==> config.mk <==
export PLATFORM = sky130hd
export DESIGN_NAME = nest_irq_ctrl
export DESIGN_NICKNAME = d
export VERILOG_FILES = /design/src/rtl/nest_irq_pkg.sv /design/src/rtl/irq_prio_pick.sv /design/src/rtl/irq_req_latch.sv /design/src/rtl/irq_service_reg.sv /design/src/rtl/nest_irq_ctrl.sv
export SDC_FILE = /design/constraint.sdc
export NUM_CORES = 1
export LEC_CHECK = 0
export BUFFER_PORTS_ARGS = -buffer_cell sky130_fd_sc_hd__buf_2
export CAP_MARGIN = 20
export CORE_MARGIN = 2
export CORE_UTILIZATION = 57
export CTS_BUF_LIST = sky130_fd_sc_hd__clkbuf_4 sky130_fd_sc_hd__clkbuf_8
export DETAILED_ROUTE_END_ITERATION = 8
export PLACE_DENSITY = 0.82
export RECOVER_POWER = 50
export SLEW_MARGIN = 40
export SYNTH_ARGS = -nofsm -noshare
export SYNTH_HDL_FRONTEND = slang
export SYNTH_SLANG_ARGS = --single-unit
export TNS_END_PERCENT = 50
==> constraint.sdc <==
create_clock -name clk -period 4.2 [get_ports clk]
set_input_delay 1.05 -clock clk [delete_from_list [all_inputs] [get_ports clk]]
set_output_delay 1.05 -clock clk [all_outputs]
set_load 0.05 [all_outputs]
==> src/rtl/nest_irq_pkg.sv <==
package nest_irq_pkg;

  typedef enum logic [1:0] {
    ADDR_BASE  = 2'd0,
    ADDR_MASK  = 2'd1,
    ADDR_EOI   = 2'd2,
    ADDR_SPARE = 2'd3
  } reg_addr_e;

endpackage

==> src/rtl/irq_prio_pick.sv <==
// Finds the lowest set index (most urgent) of a vector.
module irq_prio_pick #(
  parameter int N  = 8,
  parameter int IW = $clog2(N)
) (
  input  logic [N-1:0]  vec,
  output logic          found,
  output logic [IW-1:0] idx,
  output logic [N-1:0]  onehot
);

  logic [N:0] seen;

  assign seen[0] = 1'b0;

  genvar g;
  generate
    for (g = 0; g < N; g++) begin : g_chain
      assign seen[g+1]  = seen[g] | vec[g];
      assign onehot[g]  = vec[g] & ~seen[g];
    end
  endgenerate

  assign found = seen[N];

  always_comb begin
    idx = '0;
    for (int i = N - 1; i >= 0; i--) begin
      if (vec[i]) idx = IW'(i);
    end
  end

endmodule

==> src/rtl/irq_req_latch.sv <==
// Rising-edge detection and pending register.
module irq_req_latch #(
  parameter int N = 8
) (
  input  logic         clk,
  input  logic         rst_n,
  input  logic [N-1:0] irq_in,
  input  logic         clear_all,
  input  logic [N-1:0] grant_oh,
  output logic [N-1:0] pend_q
);

  logic [N-1:0] prev_q;
  logic [N-1:0] rise;
  logic [N-1:0] pend_d;

  always_comb begin
    rise = irq_in & ~prev_q;
    if (clear_all) pend_d = '0;
    else           pend_d = (pend_q & ~grant_oh) | rise;
  end

  always_ff @(posedge clk or negedge rst_n) begin
    if (!rst_n) begin
      prev_q <= '0;
      pend_q <= '0;
    end else begin
      prev_q <= irq_in;
      pend_q <= pend_d;
    end
  end

endmodule

==> src/rtl/irq_service_reg.sv <==
// In-service register with non-specific end-of-interrupt.
module irq_service_reg #(
  parameter int N  = 8,
  parameter int IW = $clog2(N)
) (
  input  logic          clk,
  input  logic          rst_n,
  input  logic          clear_all,
  input  logic          eoi,
  input  logic [N-1:0]  grant_oh,
  output logic [N-1:0]  isr_q,
  output logic          top_found,
  output logic [IW-1:0] top_idx
);

  logic [N-1:0] top_oh;
  logic [N-1:0] isr_d;

  irq_prio_pick #(.N(N), .IW(IW)) top_pick_i (
    .vec    (isr_q),
    .found  (top_found),
    .idx    (top_idx),
    .onehot (top_oh)
  );

  always_comb begin
    if (clear_all)  isr_d = '0;
    else if (eoi)   isr_d = (isr_q & ~top_oh) | grant_oh;
    else            isr_d = isr_q | grant_oh;
  end

  always_ff @(posedge clk or negedge rst_n) begin
    if (!rst_n) isr_q <= '0;
    else        isr_q <= isr_d;
  end

endmodule

==> src/rtl/nest_irq_ctrl.sv <==
module nest_irq_ctrl #(
  parameter int N_IRQ = 8,
  parameter int VEC_W = 8
) (
  input  logic             clk,
  input  logic             rst_n,
  input  logic             cpu_ie,
  input  logic [N_IRQ-1:0] irq_in,
  input  logic             reg_we,
  input  logic [1:0]       reg_addr,
  input  logic [VEC_W-1:0] reg_wdata,
  output logic [VEC_W-1:0] reg_rdata,
  input  logic             int_ack,
  output logic             int_req,
  output logic [VEC_W-1:0] vec_out
);
  import nest_irq_pkg::*;

  localparam int IW = $clog2(N_IRQ);

  // reset: asynchronous assert, synchronous release
  logic rst_meta_q;
  logic rst_sync_n;

  always_ff @(posedge clk or negedge rst_n) begin
    if (!rst_n) begin
      rst_meta_q <= 1'b0;
      rst_sync_n <= 1'b0;
    end else begin
      rst_meta_q <= 1'b1;
      rst_sync_n <= rst_meta_q;
    end
  end

  // register port decode
  logic base_wr;
  logic mask_wr;
  logic eoi_wr;

  always_comb begin
    base_wr = reg_we && (reg_addr == ADDR_BASE);
    mask_wr = reg_we && (reg_addr == ADDR_MASK);
    eoi_wr  = reg_we && (reg_addr == ADDR_EOI);
  end

  // base and mask registers with explicit enables
  logic [VEC_W-1:0] base_q, base_d;
  logic [N_IRQ-1:0] mask_q, mask_d;
  logic             base_en, mask_en;

  always_comb begin
    base_en = base_wr;
    base_d  = reg_wdata;
    mask_en = base_wr | mask_wr;
    mask_d  = base_wr ? '0 : reg_wdata[N_IRQ-1:0];
  end

  always_ff @(posedge clk or negedge rst_sync_n) begin
    if (!rst_sync_n) begin
      base_q <= '0;
      mask_q <= '0;
    end else begin
      if (base_en) base_q <= base_d;
      if (mask_en) mask_q <= mask_d;
    end
  end

  // pending and in-service
  logic [N_IRQ-1:0] pend_q;
  logic [N_IRQ-1:0] isr_q;
  logic [N_IRQ-1:0] grant_oh;
  logic             isr_found;
  logic [IW-1:0]    isr_idx;

  irq_req_latch #(.N(N_IRQ)) req_latch_i (
    .clk       (clk),
    .rst_n     (rst_sync_n),
    .irq_in    (irq_in),
    .clear_all (base_wr),
    .grant_oh  (grant_oh),
    .pend_q    (pend_q)
  );

  irq_service_reg #(.N(N_IRQ), .IW(IW)) service_i (
    .clk       (clk),
    .rst_n     (rst_sync_n),
    .clear_all (base_wr),
    .eoi       (eoi_wr),
    .grant_oh  (grant_oh),
    .isr_q     (isr_q),
    .top_found (isr_found),
    .top_idx   (isr_idx)
  );

  // candidate selection
  logic [N_IRQ-1:0] cand_vec;
  logic             cand_found;
  logic [IW-1:0]    cand_idx;
  logic [N_IRQ-1:0] cand_oh;

  assign cand_vec = pend_q & ~mask_q;

  irq_prio_pick #(.N(N_IRQ), .IW(IW)) cand_pick_i (
    .vec    (cand_vec),
    .found  (cand_found),
    .idx    (cand_idx),
    .onehot (cand_oh)
  );

  logic req_c;

  always_comb begin
    req_c = cpu_ie && cand_found && (!isr_found || (cand_idx < isr_idx));
    if (int_ack && req_c && !base_wr) grant_oh = cand_oh;
    else                              grant_oh = '0;
  end

  assign int_req   = req_c;
  assign vec_out   = req_c ? (base_q + VEC_W'(cand_idx)) : '0;
  assign reg_rdata = VEC_W'(mask_q);

endmodule

==> results.py <==
metrics = {
    "grt": {
        "grt_overflow": 0,
        "grt_max_degree": 41,
        "grt_use_total": 0.279,
        "grt_pass1_vias": 1888,
        "grt_pass1_wl_mm": 8.83,
        "antenna_found_initial": 0,
    },
    "die": {
        "die_height_um": 65.4,
        "placementRows": 22,
        "die_w_um": 65.4,
        "die-area_um2": 4280,
        "initial_utilization": 0.592,
        "core_um2": 3630,
        "ios": 40,
    },
    "place": {
        "dp_hpwl_mm": 3.79,
        "dp_slack_ns": 0.312,
        "port-buffer-count": 39,
        "gp_congestion": 0.909,
        "postPlaceCellArea_um2": 2410,
    },
    "yosys": {
        "synth_edf_count": 0,
        "netlist_instances": 229,
        "mappedNetlistArea_um2": 2150,
        "ys_types": 46,
        "ys_async_sr_fraction": 1.00,
        "ys_dominant_reg_cell": "dfrtp_1",
        "synth_area_leaders": "dfrtp_1 49%, nand2_1 8.2%, o21ai_0 3.7%, nand2b_1 3.5%, nor2b_1 3.2%",
        "ys_seq_area_frac": 0.488,
        "yosys.area.top_type": "dfrtp_1",
        "synth_fp_nets": 258,
        "ys_ff_latch": 42,
        "synth_top_area_frac": 0.488,
        "synth_warnings": 0,
        "syn_avg_cell_area_um2": 9.40,
    },
    "detailed_routing": {
        "drtAntennaViolNets": 0,
        "routedWlPerCell_um": 16.8,
        "drc": 0,
        "drt-total-wl_mm": 5.41,
        "vias": 1865,
        "drt_pass1_iterations": 4,
        "first_iter_violations": 120,
        "vias_per_cell": 5.79,
    },
    "critical_path": {
        "cp.required_ns": 3.15,
        "rrSetupSlack_ns": 1.04,
        "cp-start-kind": "register",
        "worstPathMaxFanout": 8,
        "cp-end-kind": "output pin",
        "arrival_ns": 3.06,
        "crit_chain": "nor2b_1, or4_4, a31oi_2, ha_1, a211oi_1, o21ai_1, o221ai_2, nand2_2, nor2_1, buf_4",
        "slowest_delay_ns": 0.53,
        "cpMaxStageDelayCell": "or4_4",
        "critPathKind": "register to output pin",
    },
    "timing": {
        "worst_pin_slew_ns": 2.09,
        "layout_setup_ws_ns": 0.0873,
        "relSlewSlack": -0.394,
        "hold_violations": 0,
        "fin_skew_ns": 0.00174,
        "period_minus_slack_ns": 4.11,
        "rsz0062_at_grt": "true",
        "fin_crit_sh": 0.979,
        "fmaxAchievable_ghz": 0.243,
        "report.final.setup_viol": 0,
        "slew_viol_final": 41,
    },
    "flow_run": {
        "drv_cap": 1,
    },
    "finish": {
        "final_common_cell": "nand2_1",
        "multi_input_area_um2": 1090,
        "syn_to_final_growth_pct": 20.5,
        "layout.nets": 302,
        "fin_area_um2": 2590,
        "final_cell_mix": "47 x nand2_1, 42 x dfrtp_1, 29 x buf_2",
        "fillCellCount": 281,
        "seqCellArea_um2": 1050,
        "drive_above_1_share": 0.234,
        "antennaDiodeCount": 0,
    },
    "power_and_ir_drop": {
        "p_int_mw": 0.978,
        "netSwitchingPower_mw": 0.686,
        "pwr-share-seq": 0.314,
        "pwr-share-comb": 0.455,
        "p_total_mw": 1.66,
        "p_leak_nw": 1.20,
        "vdd.ir_drop.worst_uv": 364,
        "switching_share": 0.412,
        "clockPowerShare": 0.230,
        "powerDensity_nw_per_um2": 641,
    },
    "status": {
        "outcome": "complete, but fails checks",
        "violations": "max-capacitance violations, max-slew violations",
    },
    "clocking": {
        "cts_max_level": 2,
        "clkSinkCount": 42,
        "clockRootBuffer": "clkbuf_8",
        "clockBufferDepth": 2,
        "clk_pin_slew_ns": 0.08,
        "hold_buffers": 0,
        "cts_buffers": 5,
        "clkLatencyLatePin_ns": 0.30,
        "cts_tree": "yes",
    },
    "worst_hold_path": {
        "hp-class": "register to register",
    },
}
worst max-delay path: cells and delay by family, from the launching register on:
family | cells | cell delay [ns]
buffers and inverters | 1 | 0.21
AO/OA/AOI/OAI | 4 | 0.81
AND/OR/NAND/NOR | 4 | 1.05
flip-flops | 1 | 0.41
adder cells (fa/ha/maj) | 1 | 0.27
synthesized netlist by cell type, types with 2 or more instances:
| master | instances |
|---|---|
| and3_1 | 2 |
| xnor2_1 | 3 |
| xor2_1 | 3 |
| or4_4 | 3 |
| or3_1 | 3 |
| nor4_1 | 3 |
| nor2b_1 | 11 |
| a21oi_1 | 7 |
| a31o_1 | 2 |
| or2_2 | 2 |
| nor3_1 | 2 |
| nor2_1 | 16 |
| inv_1 | 3 |
| o31ai_1 | 2 |
| dfrtp_1 | 42 |
| ha_1 | 5 |
| nand3_1 | 5 |
| a211oi_1 | 2 |
| nand2_1 | 47 |
| nor3b_1 | 2 |
| nand4b_1 | 2 |
| a31oi_1 | 3 |
| nand2b_1 | 12 |
| clkbuf_1 | 5 |
| o21ai_0 | 16 |
| o41ai_1 | 6 |
per-layer routing:
layer	GRT usage	wire, µm	up-vias
li1	-	-	888
met1	0.362	2300	909
met2	0.469	2780	56
met3	0.0719	247	12
met4	0.0729	82	0
met5	0	0	-
registers in the layout, summed over array words and instances, names as in the netlist:
signal and flops:
base_q 8, reg_rdata 8, req_latch_i.pend_q 8, req_latch_i.prev_q 8
rst_meta_q 1, rst_sync_n 1, service_i.isr_q 8
path summary, 6_finish.rpt:
path,startpoint,end,cells after the start
max,req_latch_i.pend_q[2]$_DFF_PN0_,vec_out[7],10
min,rst_meta_q$_DFF_PN0_,rst_sync_n$_DFF_PN0_,0
max reg2reg,req_latch_i.pend_q[2]$_DFF_PN0_,req_latch_i.pend_q[1]$_DFF_PN0_,9
min reg2reg,rst_meta_q$_DFF_PN0_,rst_sync_n$_DFF_PN0_,0
max in group asynchronous,rst_sync_n$_DFF_PN0_,reg_rdata[1]$_DFFE_PN0P_,1
min in group asynchronous,rst_n,rst_meta_q$_DFF_PN0_,1
stage by stage:
| step | std cells | hold WS (ns) | setup TNS [ns] | utilization |
|---|---|---|---|---|
| 5_1_grt | 322 | 0.374 | -0.350 | 0.714 |
| 2_1_floorplan | 229 | 0.331 | -1.08 | - |
| 3_5_place_dp | 313 | 0.318 | 0 | 0.663 |
| 4_1_cts | 321 | 0.323 | 0 | 0.705 |
| 6_report | 322 | 0.356 | 0 | 0.714 |
| 3_3_place_gp | 313 | 0.312 | 0 | 0.663 |
power by group through the flow:
stage	sequential, mW	clock [mW]	combinational, mW
finish	0.523	0.383	0.757
global route	0.531	0.403	0.810
CTS	0.521	0.386	0.707
detailed placement	0.528	0	0.684
global placement	0.525	0	0.666
floorplan	0.547	0	0.488
cell type report:
type,instances,area share
Clock buffer,5,0.0265
Inverter,4,0.00579
Timing Repair Buffer,43,0.0936
Clock inverter,3,0.0265
Tap cell,48,0.0232
Multi-Input combinational cell,177,0.419
Sequential cell,42,0.405
kinds of logic after synthesis:
group	Yosys count	synth area share
flops	42	0.488
fa+ha+maj	6	0.0384
other cells	1	0.00174
buf+inv	10	0.0174
xor+xnor	6	0.0244
compound gates	50	0.162
simple gates	114	0.268
repair_timing:
item / in CTS / in global routing
setup buffers: 0 / 1
pin swaps: 2 / 2
endpoints found under the setup margin: 7 / 9
resized for setup: 7 / 10
gates cloned: 0 / 0
Note: power is estimated with default switching activity, not from simulation.
